`src/rtl/i2c_reg_target.sv`:
```
module i2c_reg_target #(
  parameter logic [5:0] ADDR_HI = 6'b101110,
  parameter int SYNC_STAGES = 2
) (
  input  logic       clk,
  input  logic       rst_n,
  input  logic       scl_i,
  input  logic       sda_i,
  output logic       sda_pull,
  input  logic       addr_strap,
  output logic [7:0] reg_idx,
  output logic [7:0] wr_data,
  output logic       wr_stb,
  output logic       rd_stb,
  input  logic [7:0] rd_data
);
  localparam int TOP = SYNC_STAGES;

  typedef enum logic [3:0] {
    ST_IDLE, ST_DEV, ST_DEV_ACK, ST_SUB, ST_SUB_ACK,
    ST_WR, ST_WR_ACK, ST_RD, ST_RD_ACK, ST_RD_NEXT, ST_SKIP
  } state_t;

  state_t     state;
  logic [TOP:0] scl_sh, sda_sh;
  logic [7:0] sh, ptr;
  logic [3:0] cnt;
  logic       rw;

  always_ff @(posedge clk or negedge rst_n)
    if (!rst_n) begin
      scl_sh <= '1;
      sda_sh <= '1;
    end else begin
      scl_sh <= {scl_sh[TOP-1:0], scl_i};
      sda_sh <= {sda_sh[TOP-1:0], sda_i};
    end

  wire scl    = scl_sh[TOP-1];
  wire scl_d  = scl_sh[TOP];
  wire sda    = sda_sh[TOP-1];
  wire sda_d  = sda_sh[TOP];
  wire scl_hi = scl & scl_d;
  wire start  = scl_hi & sda_d & ~sda;
  wire stop   = scl_hi & ~sda_d & sda;
  wire rise   = scl & ~scl_d;
  wire fall   = ~scl & scl_d;

  wire [7:0] rx_byte = {sh[6:0], sda};
  wire       byte_in = rise && cnt == 4'd7;
  wire       hit     = rx_byte[7:1] == {ADDR_HI, addr_strap};

  assign reg_idx = ptr;
  assign wr_data = rx_byte;
  assign wr_stb  = !start && !stop && state == ST_WR && byte_in;
  assign rd_stb  = !start && !stop && fall &&
                   ((state == ST_DEV_ACK && sda_pull && rw) || state == ST_RD_NEXT);

  always_ff @(posedge clk or negedge rst_n)
    if (!rst_n) begin
      state    <= ST_IDLE;
      sh       <= '0;
      ptr      <= '0;
      cnt      <= '0;
      rw       <= 1'b0;
      sda_pull <= 1'b0;
    end else if (start) begin
      state    <= ST_DEV;
      cnt      <= '0;
      sda_pull <= 1'b0;
    end else if (stop) begin
      state    <= ST_IDLE;
      sda_pull <= 1'b0;
    end else begin
      if (rd_stb) begin
        sh       <= rd_data;
        sda_pull <= ~rd_data[7];
        ptr      <= ptr + 8'd1;
        cnt      <= '0;
        state    <= ST_RD;
      end else begin
        case (state)
          ST_DEV, ST_SUB, ST_WR:
            if (rise) begin
              sh  <= rx_byte;
              cnt <= cnt + 4'd1;
              if (byte_in) begin
                cnt <= '0;
                case (state)
                  ST_DEV: if (hit) begin
                    rw    <= rx_byte[0];
                    state <= ST_DEV_ACK;
                  end else state <= ST_SKIP;
                  ST_SUB: begin
                    ptr   <= rx_byte;
                    state <= ST_SUB_ACK;
                  end
                  default: begin
                    ptr   <= ptr + 8'd1;
                    state <= ST_WR_ACK;
                  end
                endcase
              end
            end
          ST_DEV_ACK, ST_SUB_ACK, ST_WR_ACK:
            if (fall) begin
              if (!sda_pull) sda_pull <= 1'b1;
              else begin
                sda_pull <= 1'b0;
                cnt      <= '0;
                state    <= (state == ST_DEV_ACK) ? ST_SUB : ST_WR;
              end
            end
          ST_RD: begin
            if (rise) cnt <= cnt + 4'd1;
            if (fall) begin
              if (cnt == 4'd8) begin
                sda_pull <= 1'b0;
                state    <= ST_RD_ACK;
              end else begin
                sh       <= {sh[6:0], 1'b0};
                sda_pull <= ~sh[6];
              end
            end
          end
          ST_RD_ACK:
            if (rise) state <= sda ? ST_SKIP : ST_RD_NEXT;
          default: ;
        endcase
      end
    end


  pull_only_scl_low_chk: assert property (@(posedge clk) disable iff (!rst_n)
    $rose(sda_pull) |-> !$past(scl));


  wr_rd_excl_chk: assert property (@(posedge clk) disable iff (!rst_n)
    $onehot0({wr_stb, rd_stb}));


  wr_before_ack_chk: assert property (@(posedge clk) disable iff (!rst_n)
    wr_stb |=> !sda_pull);


  wr_ptr_inc_chk: assert property (@(posedge clk) disable iff (!rst_n)
    wr_stb |=> reg_idx == $past(reg_idx) + 8'd1);


  rd_ptr_inc_chk: assert property (@(posedge clk) disable iff (!rst_n)
    rd_stb |=> reg_idx == $past(reg_idx) + 8'd1);


  start_release_chk: assert property (@(posedge clk) disable iff (!rst_n)
    (scl_hi && sda_d && !sda) |=> !sda_pull && !wr_stb && !rd_stb);
endmodule

```
`config.mk`:
```
export PLATFORM = sky130hd
export DESIGN_NAME = i2c_reg_target
export DESIGN_NICKNAME = d
export VERILOG_FILES = /design/src/rtl/i2c_reg_target.sv
export SDC_FILE = /design/constraint.sdc
export NUM_CORES = 1
export LEC_CHECK = 0
export ABC_AREA = 1
export BUFFER_PORTS_ARGS = -buffer_cell sky130_fd_sc_hd__buf_2
export CAP_MARGIN = 10
export CORE_AREA = 4 4 64 66
export DETAILED_ROUTE_END_ITERATION = 16
export DIE_AREA = 0 0 68 70
export MAX_ROUTING_LAYER = met4
export PLACE_DENSITY = 0.94
export SYNTH_ARGS = -nofsm -noshare
export SYNTH_HDL_FRONTEND = slang
export SYNTH_SLANG_ARGS = --single-unit
```
`constraint.sdc`:
```
create_clock -name clk -period 2.44 [get_ports clk]
set_input_delay 0.366 -clock clk [delete_from_list [all_inputs] [get_ports clk]]
set_output_delay 0.366 -clock clk [all_outputs]
set_load 0.03 [all_outputs]
```
==> impl_metrics.py <==
metrics = {
    "die": {
        "start_util": 0.586,
        "io_pins": 32,
        "core_um2": 3580,
        "die_y_um": 70,
        "die_x_um": 68,
        "dieArea_um2": 4760,
        "rows": 22,
    },
    "synth": {
        "syn_inst": 279,
        "synth_top_cell_by_area": "dfrtp_1",
        "syn_area_um2": 2100,
        "ys_top_cells_by_area": "dfrtp_1 (30%), nand2_1 (12%), dfstp_2 (7.5%), inv_1 (5.0%), nand3_1 (4.5%)",
        "ys_types": 37,
        "syn_area_per_cell_um2": 7.51,
        "synthTopCellsByCount": "nand2_1 (66), inv_1 (28), dfrtp_1 (25), nor2_1 (25)",
        "synthFlopType": "dfrtp_1",
        "yosys_warnings": 0,
        "synth.most_common_cell": "nand2_1",
        "synth-seq-area-share": 0.374,
        "synth-edff-count": 0,
        "synth_top_cell_area_share": 0.299,
        "synth-seq-cells": 31,
        "syn-num-nets": 295,
        "ys_async_sr_fraction": 1.00,
    },
    "worst_setup_path": {
        "slowest_delay_ps": 580,
        "end_kind": "output pin",
        "reg2regPathDepth": 8,
        "critPathTopFamily": "simple AND/OR/NAND/NOR gates",
        "cp.depth": 5,
        "cp.required_ps": 2070,
        "r2r-start": "state[3]",
        "crit_chain": "inv_1 -> nor2_1 -> nand2_1 -> nor3_1 -> buf_2",
        "rrSetupSlack_ps": 500,
        "critPathLaunchType": "flop",
        "cp_max_fo": 4,
        "cp_slowest_cell": "dfstp_2",
        "cp.arrival_ps": 1790,
        "reg2reg_to": "sh[3]",
        "crit_start": "scl_sh[1]",
        "crit_type": "reg -> out",
        "path_buf_inv": 2,
        "crit_path_end": "wr_stb",
    },
    "finish": {
        "design_area_um2": 2320,
        "nets": 328,
        "layout-drive-gt1-share": 0.249,
        "fillers": 312,
        "n_antenna_cell": 0,
        "seqCellArea_um2": 783,
        "multiInputGateArea_um2": 1120,
        "syn2layout_area_growth_pct": 10.7,
        "utilization": 0.648,
    },
    "placement": {
        "portBuffers": 31,
        "globalplace.congestion": 0.937,
        "post-place-ws_ps": 540,
        "dp_hpwl_um": 3670,
        "postPlaceCellArea_um2": 2270,
    },
    "timing": {
        "max_slew_margin": 0.539,
        "finClkSkew_ps": 10.1,
        "fin_crit_sh": 0.885,
        "final-hold-violation-count": 0,
        "worst_slew_pin_slew_ps": 692,
        "timing.final.ws_setup_ps": 281,
        "fmax_mhz": 463,
        "post-route-min-period_ps": 2160,
        "slew_viol_final": 0,
        "tns_ps": 0,
        "setup_viol_count_final": 0,
        "rsz0062_at_grt": "no",
    },
    "global_route": {
        "grt_pass1_vias": 1939,
        "grt-ovfl-total": 0,
        "antenna_found_initial": 0,
        "grt.total_usage": 0.242,
        "grt_max_degree": 32,
        "grt_pass1_wl_um": 8610,
    },
    "cts": {
        "clock_sinks": 31,
        "cts_buffers": 5,
        "path_clk_slew_ps": 100,
        "ctsHoldBuffers": 0,
        "cts_repair_resize_count": 0,
        "cts_root_buffer": "clkbuf_4",
        "clk_latency_ps": 350,
        "post-cts-setup-buffers": 0,
        "clock_path_buffers": 2,
        "htreeDepth": 2,
        "cts_tree": "yes",
    },
    "hold_path": {
        "hold_path_class": "in -> async",
    },
    "detailed_routing": {
        "top_layer": "met4",
        "drc": 0,
        "wl_met1_um": 2190,
        "routed_wl_um": 4920,
        "vias": 1962,
        "routed_via_density": 5.43,
        "drt_iter0_drc": 187,
        "wl_per_cell_um": 13.6,
        "wl_met3_um": 246,
        "ant_nets": 0,
        "firstDrtPassIters": 4,
        "wl_met2_um": 2410,
    },
    "pwr": {
        "worst_ir_drop_vdd_mv": 0.740,
        "p_leak_nw": 1.22,
        "power_density_nw_per_um2": 1140,
    },
    "status": {
        "status": "complete, no violations",
    },
    "run": {
        "cap_violations": 0,
    },
}
==> final cells by class <==
| cell class | instances | share of cell area |
|---|---|---|
| Timing Repair Buffer | 32 | 0.0701 |
| Clock inverter | 2 | 0.00539 |
| Sequential cell | 31 | 0.338 |
| Clock buffer | 6 | 0.0178 |
| Inverter | 36 | 0.0583 |
| Multi-Input combinational cell | 206 | 0.485 |
| Tap cell | 48 | 0.0259 |
==> sequential cells by signal (all words and copies together), names as in the netlist <==
signal	count
sh	7
reg_idx	8
sda_pull	1
cnt	4
scl_sh	3
state	4
rw	1
sda_sh	3
==> power breakdown <==
group / total (mW) / internal [mW] / switching [mW]
Sequential: 0.839 / 0.659 / 0.180
Clock: 0.298 / 0.111 / 0.187
Combinational: 1.50 / 0.507 / 0.994
Total: 2.64 / 1.28 / 1.36
==> worst min path at each step <==
stage,endpoint,slack (ps),start,cells after the start
4_1_cts,reg_idx[1],60,rst_n,1
5_1_grt,reg_idx[1],90,rst_n,1
6_report,sh[2],50,rst_n,1
2_1_floorplan,cnt[0],70,rst_n,0
3_5_place_dp,sda_sh[1],350,sda_sh[0],0
3_3_place_gp,sda_sh[1],350,sda_sh[0],0
==> per-stage QoR <==
stage	instances	total power [mW]	hold slack (ps)
2_1_floorplan	279	2.01	70.4
3_3_place_gp	353	2.29	346
3_5_place_dp	353	2.33	347
4_1_cts	361	2.64	58.6
5_1_grt	361	2.88	85.1
6_report	361	2.64	53.4
==> per-layer routing <==
layer | up-vias | GRT usage
met5 | - | -
met3 | 7 | 0.0579
met4 | 0 | 0.0927
met1 | 935 | 0.318
li1 | 976 | -
met2 | 44 | 0.358
==> worst reg2reg max path: cells and delay by family, from the launching register on <==
family | cells | cell delay [ps]
DFF | 1 | 430
and+or+nand+nor | 7 | 1320
AOI/OAI and AO/OA | 1 | 80
==> layout by cell type, fill, tap and decap left out, drive strengths merged, types with 3 or more instances in the layout <==
master  count
inv        35
dfstp       6
o22ai       3
xor2        4
a21oi       8
o211ai      3
nor3        4
or2         7
nand3      24
clkbuf      6
buf        32
nor2       33
o21ai      29
dfrtp      25
ha          3
nand2      72
nand4      10
==> cell families (layout without fill, tap and decap cells) <==
logic type | after synthesis | count (layout) | share of synthesized area
flip-flops | 31 | 31 | 0.374
XOR/XNOR | 6 | 6 | 0.0251
AO/OA/AOI/OAI | 45 | 45 | 0.116
adder cells (fa/ha/maj) | 3 | 3 | 0.0179
AND/OR/NAND/NOR | 152 | 152 | 0.377
buffers and inverters | 42 | 76 | 0.0895
Note: power is estimated with default switching activity, not from simulation.
